### src/rtl/ir_rx_queue_pkg.sv
package ir_rx_queue_pkg;

    // Flag bit positions shared by the mask and flag words
    localparam int FLAG_OVF  = 0;
    localparam int FLAG_PKT  = 1;
    localparam int FLAG_AVL  = 4;
    // Lowest bit of the count / level field
    localparam int FIELD_LSB = 8;

    typedef enum logic [1:0] {
        SEL_DATA   = 2'd0,
        SEL_ENABLE = 2'd1,
        SEL_STATUS = 2'd2,
        SEL_NONE   = 2'd3
    } reg_sel_e;

    typedef struct packed {
        logic avail;
        logic pkt;
        logic ovf;
    } evt_t;

    function automatic logic [7:0] evt_to_byte(evt_t e);
        logic [7:0] b;
        b = '0;
        b[FLAG_OVF] = e.ovf;
        b[FLAG_PKT] = e.pkt;
        b[FLAG_AVL] = e.avail;
        return b;
    endfunction

    function automatic evt_t byte_to_evt(logic [7:0] b);
        evt_t e;
        e.ovf   = b[FLAG_OVF];
        e.pkt   = b[FLAG_PKT];
        e.avail = b[FLAG_AVL];
        return e;
    endfunction

endpackage

### src/rtl/irrxq_store.sv
module irrxq_store #(
    parameter int DEPTH = 16
) (
    input  logic                       clk,
    input  logic                       rst,
    input  logic                       push_req,
    input  logic [7:0]                 push_byte,
    input  logic                       pop_req,
    output logic [7:0]                 head_byte,
    output logic [$clog2(DEPTH):0]     fill,
    output logic                       dropped
);
    localparam int PW = $clog2(DEPTH);
    localparam int CW = PW + 1;

    logic [7:0]    slots [DEPTH];
    logic [PW-1:0] wr_ptr;
    logic [PW-1:0] rd_ptr;
    logic [CW-1:0] cnt;
    logic          full;
    logic          pop_do;
    logic          push_do;

    assign full    = (cnt == CW'(DEPTH));
    assign pop_do  = pop_req && (cnt != '0);
    // A removal in the same cycle frees a slot for the arriving byte
    assign push_do = push_req && (!full || pop_do);
    assign dropped = push_req && !push_do;

    always_ff @(posedge clk) begin
        if (push_do) begin
            slots[wr_ptr] <= push_byte;
        end
    end

    always_ff @(posedge clk) begin
        if (rst) begin
            wr_ptr <= '0;
            rd_ptr <= '0;
            cnt    <= '0;
        end else begin
            if (push_do) begin
                wr_ptr <= wr_ptr + 1'b1;
            end
            if (pop_do) begin
                rd_ptr <= rd_ptr + 1'b1;
            end
            case ({push_do, pop_do})
                2'b10:   cnt <= cnt + 1'b1;
                2'b01:   cnt <= cnt - 1'b1;
                default: cnt <= cnt;
            endcase
        end
    end

    assign head_byte = slots[rd_ptr];
    assign fill      = cnt;

endmodule

### src/rtl/irrxq_flags.sv
module irrxq_flags
    import ir_rx_queue_pkg::*;
(
    input  logic clk,
    input  logic rst,
    input  evt_t raise,
    input  evt_t clear,
    output evt_t held
);
    // Raising wins over clearing in the same cycle
    always_ff @(posedge clk) begin
        if (rst) begin
            held <= '0;
        end else begin
            held <= (held & ~clear) | raise;
        end
    end

endmodule

### src/rtl/irrxq_regs.sv
module irrxq_regs
    import ir_rx_queue_pkg::*;
#(
    parameter int DEPTH = 16
) (
    input  logic                       clk,
    input  logic                       rst,
    input  logic                       reg_wr,
    input  logic                       reg_rd,
    input  logic [1:0]                 reg_sel,
    input  logic [31:0]                reg_wdata,
    input  evt_t                       held,
    input  logic [$clog2(DEPTH):0]     fill,
    input  logic [7:0]                 head_byte,
    output logic [31:0]                reg_rdata,
    output logic                       irq,
    output logic [$clog2(DEPTH):0]     level,
    output evt_t                       clear_req,
    output logic                       pop_req
);
    localparam int CW = $clog2(DEPTH) + 1;

    reg_sel_e sel;
    evt_t     mask_q;

    assign sel = reg_sel_e'(reg_sel);

    always_ff @(posedge clk) begin
        if (rst) begin
            mask_q <= '0;
            level  <= '0;
        end else if (reg_wr && sel == SEL_ENABLE) begin
            mask_q <= byte_to_evt(reg_wdata[7:0]);
            level  <= reg_wdata[FIELD_LSB +: CW];
        end
    end

    assign clear_req = (reg_wr && sel == SEL_STATUS) ? byte_to_evt(reg_wdata[7:0]) : '0;
    assign pop_req   = reg_rd && sel == SEL_DATA;
    assign irq       = |(mask_q & held);

    always_comb begin
        reg_rdata = '0;
        case (sel)
            SEL_DATA: begin
                if (fill != '0) begin
                    reg_rdata[7:0] = head_byte;
                end
            end
            SEL_ENABLE: begin
                reg_rdata[7:0]              = evt_to_byte(mask_q);
                reg_rdata[FIELD_LSB +: CW]  = level;
            end
            SEL_STATUS: begin
                reg_rdata[7:0]              = evt_to_byte(held);
                reg_rdata[FIELD_LSB +: CW]  = fill;
            end
            default: reg_rdata = '0;
        endcase
    end

endmodule

### src/rtl/ir_rx_queue.sv
module ir_rx_queue
    import ir_rx_queue_pkg::*;
#(
    parameter int DEPTH = 16
) (
    input  logic        clk,
    input  logic        rst,
    input  logic        smp_valid,
    input  logic [7:0]  smp_byte,
    input  logic        pkt_idle,
    input  logic        reg_wr,
    input  logic        reg_rd,
    input  logic [1:0]  reg_sel,
    input  logic [31:0] reg_wdata,
    output logic [31:0] reg_rdata,
    output logic        irq
);
    localparam int CW = $clog2(DEPTH) + 1;

    logic [CW-1:0] fill_cnt;
    logic [CW-1:0] level;
    logic [7:0]    head_byte;
    logic          dropped;
    logic          pop_req;
    evt_t          raise;
    evt_t          clear_req;
    evt_t          held;
    logic [7:0]    flag_bits;

    irrxq_store #(.DEPTH(DEPTH)) u_store (
        .clk       (clk),
        .rst       (rst),
        .push_req  (smp_valid),
        .push_byte (smp_byte),
        .pop_req   (pop_req),
        .head_byte (head_byte),
        .fill      (fill_cnt),
        .dropped   (dropped)
    );

    always_comb begin
        raise.ovf   = dropped;
        raise.pkt   = pkt_idle;
        raise.avail = (fill_cnt > level);
    end

    irrxq_flags u_flags (
        .clk   (clk),
        .rst   (rst),
        .raise (raise),
        .clear (clear_req),
        .held  (held)
    );

    irrxq_regs #(.DEPTH(DEPTH)) u_regs (
        .clk       (clk),
        .rst       (rst),
        .reg_wr    (reg_wr),
        .reg_rd    (reg_rd),
        .reg_sel   (reg_sel),
        .reg_wdata (reg_wdata),
        .held      (held),
        .fill      (fill_cnt),
        .head_byte (head_byte),
        .reg_rdata (reg_rdata),
        .irq       (irq),
        .level     (level),
        .clear_req (clear_req),
        .pop_req   (pop_req)
    );

    assign flag_bits = evt_to_byte(held);

endmodule

### config.mk
export PLATFORM = sky130hd
export DESIGN_NAME = ir_rx_queue
export DESIGN_NICKNAME = d
export VERILOG_FILES = /design/src/rtl/ir_rx_queue_pkg.sv /design/src/rtl/irrxq_store.sv /design/src/rtl/irrxq_flags.sv /design/src/rtl/irrxq_regs.sv /design/src/rtl/ir_rx_queue.sv
export SDC_FILE = /design/constraint.sdc
export NUM_CORES = 1
export LEC_CHECK = 0
export BUFFER_PORTS_ARGS = -buffer_cell sky130_fd_sc_hd__buf_2
export CAP_MARGIN = 20
export CORE_MARGIN = 2
export CORE_UTILIZATION = 55
export DETAILED_ROUTE_END_ITERATION = 8
export PLACE_DENSITY = 0.76
export SLEW_MARGIN = 10
export SYNTH_ARGS = -nofsm -noshare
export SYNTH_HDL_FRONTEND = slang
export SYNTH_SLANG_ARGS = --single-unit
### constraint.sdc
create_clock -name clk -period 2.8 [get_ports clk]
set_input_delay 0 -clock clk [delete_from_list [all_inputs] [get_ports clk]]
set_output_delay 0 -clock clk [all_outputs]
set_load 0.01 [all_outputs]
After elaboration in Yosys (flattened, before gate mapping)
Memory sizes are Yosys's and may differ from the RTL's. A register that Yosys moved wholly into a read port is not among the register bits. Cells that the tools add are included. Widths: inputs -> output; s select.

Multiply operators: 0. Bitwise logic cells: 4. Muxes and demuxes: 9. Equal/unequal tests: 5. Magnitude comparators: 1. Div/mod/pow operators: 0. Reductions and logical operators: 13. $add $sub $neg: 4. Shifts and indexed selects: 0.

Operators with widths (count): $pmux 8 s3 (1); $pmux 5 s2 (2); $add 4x1->4 const B (2); $mux 4 (2); $mux 8 (1); $and 3x3->3 (2); $logic_and 1x1->1 (6); $add 5x1->5 const B (1); $eq 5x5->1 const B (1); $gt 5x5->1 (1); $reduce_bool 5->1 (1); $sub 5x1->5 const B (1); $eq 2x1->1 const B (2); $eq 2x2->1 const B (2); $mux 3 (1); $not 3->3 (1); $or 3x3->3 (1); $reduce_or 3->1 (1); $logic_not 1->1 (2); $logic_not 2->1 (1); $mux 1 (2); $reduce_bool 2->1 (1); $logic_or 1x1->1 (1).

Logic and storage cells: 47. Latch bits: 0. Memories: 1. Bits in read-only memories: 0. Output and inout port bits: 33. RAM bits: 128. Bits in registers: 24.

Memory list: u_store.slots (words 16, width 8, read ports 1, clocked after Yosys merged registers in 1, wr ports 1, RTL line irrxq_store.sv:16) `logic [7:0] slots [DEPTH];`.

Longest topological paths before layout
Word-level depth: 8. Mapped depth: 12. Depth with buffers taken out: 12.

Cells and area by module
From an unflattened synthesis, not the netlist that was laid out.

Cell total of the unflattened synthesis: 453. Area total of the unflattened synthesis: 6820.3 um^2.

Modules (own cells, without submodules): irrxq_store (times used 1, cells each 325, area an instance 5839.4 um^2, seq. area each 4184.0 um^2); irrxq_regs (times used 1, cells each 99, area an instance 754.5 um^2, seq. area each 160.2 um^2); ir_rx_queue (times used 1, cells each 17, area an instance 121.4 um^2, seq. area each 0.0 um^2); irrxq_flags (times used 1, cells each 12, area an instance 105.1 um^2, seq. area each 60.1 um^2).

Least setup slack after synthesis
No wires, ideal clock.

Path type: register to register. Start point: reg u_store.cnt[2], in the netlist u_store.fill[2]. End point: reg u_store.cnt[4], in the netlist u_store.fill[4]. Path buffers: 0. Arrival: 2208 ps. Cell stages (with the launch flop): 11. Required time: 2726 ps. Path slack: 517 ps. Cell sequence: dfxtp_1 > nor4_4 > a21oi_2 > nand2_2 > inv_2 > ha_1 > nor2b_1 > o21ai_1 > a21oi_1 > a311o_1 > a31oi_1.

Cells in the longest elaborated chain, start to end: 6.

Ends and longest elaborated chain: start, declared (RTL line irrxq_store.sv:19) `logic [CW-1:0] cnt;`; start signal, assigned (RTL line irrxq_store.sv:49) `2'b10: cnt <= cnt + 1'b1;`; start signal, assigned (RTL line irrxq_store.sv:50) `2'b01: cnt <= cnt - 1'b1;`; start signal, assigned (RTL line irrxq_store.sv:51) `default: cnt <= cnt;`; $eq 5x5->1 or $reduce_bool 5->1 (tied branches) (RTL line irrxq_store.sv:24, irrxq_store.sv:25); $logic_not 1->1 or $logic_and 1x1->1 (tied branches) (RTL line irrxq_store.sv:27, irrxq_store.sv:25); $logic_or 1x1->1 (RTL line irrxq_store.sv:27) `assign push_do = push_req && (!full || pop_do);`; $logic_and 1x1->1 (RTL line irrxq_store.sv:27); $eq 2x1->1 or $eq 2x2->1 (tied branches) (RTL line irrxq_store.sv:48) `case ({push_do, pop_do})`; $pmux 5 s2 or $reduce_bool 2->1 (tied branches).

Parallel ways exist; a longest one is shown, timed or not. A chain may end at the register's enable or synchronous reset.

Final worst setup path
Start point: reg u_store.cnt[1], in the netlist u_store.fill[1]. End point: reg u_store.cnt[4], in the netlist u_store.fill[4].

The elaborated chain is that of the path after synthesis.

==> impl_results.md <==
- Outcome: complete, no violations
- Initial DRC count: 338
- Tcrit/Tclk final: 0.929
- Vias: 3849
- Startpoint Class: flop
- Total power draw: 0.00499 W
- Die Span Y: 114 µm
- Most frequent cells in the layout: edfxtp_1 (128), buf_2 (37), mux4_2 (32), nor2_1 (32), buf_4 (29)
- Final #Nets: 585
- Critical path peak fanout: 7
- Final worst slack: 0.199 ns
- HP Class: in2reg
- Setup TNS Final: 0 ns
- Worst skew pair latency: 0.42 ns
- Yosys cell types: 44
- I/O Buffers: 37
- Switch Pwr: 0.00102 W
- CP arrival: 2.94 ns
- Mapped Cells: 426
- WS Path Type: reg2reg
- Layout cells sized above 1: 0.241
- Antenna violations before repair: 0
- Req. time, crit path: 3.14 ns
- Switch share: 0.205
- Clock Power Share: 0.408
- Core area: 11900 µm²
- Storage element area: 4410 µm²
- Ys flop type: edfxtp_1
- Largest net degree at the start of global routing: 27
- Pins Over Slew Limit: 0
- Seq/Total Area, Yosys: 0.661
- Min Hold Slack: 0.0168 ns
- Total GRT Usage: 0.213
- Clk sinks: 156
- TritonCTS buffer count: 17
- Mean area per synthesized cell: 15.6 µm²
- Sequential share of power: 0.519
- Global-route wire length before repair: 20200 µm
- Critical Path Slowest Stage Cell: nor4_4
- Vias in the first global route: 3884
- Syn Std Cell Area: 6660 µm²
- CTS Root Cell: clkbuf_16
- Critical-path cell list: nor4_4, a21oi_2, nand2_2, inv_2, ha_1, nor2b_1, o21ai_1, a21oi_1, a311o_1, a31oi_1
- Achievable Freq: 0.384 GHz
- CTS tree: built
- Std-Cell Rows: 40
- Post-synth EDFFs: 128
- Worst relative slew slack: 0.575
- Pleak: 2.75 nW
- Io pins: 81
- Internal: 0.00397 W
- Footprint of the multi-input gates: 2040 µm²
- H-tree depth: 4
- Starting Density: 0.559
- Power per Cell Area: 632 nW/µm²
- Seq cells post-synth: 156
- Final Hold Vio Count: 0
- Worst Tran Pin Value: 0.638 ns
- Post-Route WL: 12900 µm
- Post-DP HPWL: 8390 µm
- Die ar.: 13000 µm²
- Routability Congestion: 0.829
- Area grow syn2layout: 18.6%
- Syn. warnings: 0
- # Max-Cap Violations: 0
- # DRC: 0
- Fillers: 799
- Ant. Diodes: 0
- Worst clock skew: 0.0102 ns
- Min Tclk post-route: 2.60 ns
- Commonest non-fill, non-tap cell in the layout: edfxtp_1
- GR Overflow Total: 0
- Post-route ant nets: 0
- Placed cells: 618
- DIE WIDTH: 114 µm
- RSZ-0062 raised after global routing: no
- First-pass iteration count of the detailed router: 5
- Worst-case clock buffer depth: 2
- CP endpoint kind: flop
- Critical path's largest stage delay: 0.41 ns
- Synth async-reset ratio: 0
- Routed length per instance: 19.0 µm
- CTS clk-pin slew, worst paths: 0.06 ns
- Gate power share: 0.073
- Worst slack at placement: 0.239 ns
- DR vias/cell: 5.67
- Non-Filler Instances: 679
- Peak VDD IR: 0.000505 V
- # setup viols final: 0
## flip-flops by register name, indices dropped and copies added, names as in the netlist, named ones only
register	count
u_regs.level	5
u_store.fill	5
u_flags.held	3
u_store.rd_ptr	4
u_store.slots	128
u_store.wr_ptr	4
u_regs.mask_q	3
## through the flow
step	util	cell area [µm²]
CTS	0.662	7890
global route	0.664	7910
detailed placement	0.596	7100
finish	0.664	7910
global placement	0.596	7100
floorplan	-	6730
## power by group through the flow
stage,sequential (W),combinational (W),clock [W]
2_1_floorplan,0.00262,0.000240,0
3_3_place_gp,0.00264,0.000310,0
3_5_place_dp,0.00264,0.000322,0
4_1_cts,0.00259,0.000349,0.00207
5_1_grt,0.00260,0.000402,0.00216
6_report,0.00259,0.000364,0.00204
## cell usage after synthesis (all sizes together) (2+ instances only)
cell type	number	area, µm²
a21o	2	15.0
a21oi	17	88.8
a22oi	8	60.1
a31oi	4	46.3
buf	27	184
clkbuf	11	41.3
dfxtp	28	561
edfxtp	128	3840
ha	17	213
inv	17	63.8
mux2i	18	180
mux4	32	721
nand2	22	85.1
nand2b	2	12.5
nand3	13	65.1
nand4	2	12.5
nor2	32	120
nor2b	6	37.5
nor3	5	25.0
o21ai	7	35.0
o22a	3	26.3
o22ai	4	25.0
xnor2	5	43.8
xor2	4	35.0
## worst paths after layout
kind / endpoint / start / depth (start not counted) / slack [ns]
worst max-delay path: u_store.fill[4]$_SDFFE_PP0P_ / u_store.fill[1]$_SDFFE_PP0P_ / 10 / 0.20
worst min-delay path: u_flags.held[1]$_SDFF_PP0_ / rst / 2 / 0.02
worst max register to register: u_store.fill[4]$_SDFFE_PP0P_ / u_store.fill[1]$_SDFFE_PP0P_ / 10 / 0.20
worst min register to register: u_regs.level[3]$_SDFFE_PP0P_ / u_regs.level[3]$_SDFFE_PP0P_ / 2 / 0.49
## kinds of logic (layout without fill, tap and decap cells)
| family | Yosys count | in the layout | synth area share |
|---|---|---|---|
| compound gates | 49 | 49 | 0.0503 |
| buf+inv | 55 | 143 | 0.0434 |
| mux | 51 | 51 | 0.137 |
| fa+ha+maj | 18 | 18 | 0.0349 |
| simple gates | 87 | 87 | 0.0612 |
| xor+xnor | 9 | 9 | 0.0118 |
| other cells | 1 | 19 | 0.000563 |
| flops | 156 | 156 | 0.661 |
## per-layer routing
layer / vias up / wire (µm) / GRT usage
li1: 1777 / - / -
met2: 137 / 6570 / 0.347
met5: - / 0 / 0
met3: 20 / 720 / 0.0566
met1: 1915 / 5410 / 0.274
met4: 0 / 233 / 0.0902
## repair_timing
action                     in CTS  in global routing
setup endpoints to repair       0                  1
buffers inserted                0                  2
hold endpoints to repair      140                  0
hold buffers                   27                  0
resized for setup               0                  0
## critical path: cells and delay by family (launching register included)
family	cells	cell delay, ns
AO/OA/AOI/OAI	5	1.05
adder cells (fa/ha/maj)	1	0.32
flip-flops	1	0.40
AND/OR/NAND/NOR	3	0.69
buffers and inverters	1	0.07
## layout make-up
class                           count  area share
Sequential cell                   156       0.557
Timing Repair Buffer               94      0.0877
Clock buffer                       29      0.0608
Inverter                           17     0.00807
Multi-Input combinational cell    233       0.258
Tap cell                          147      0.0233
Clock inverter                      3     0.00506
(Power assumes the default switching activity.)
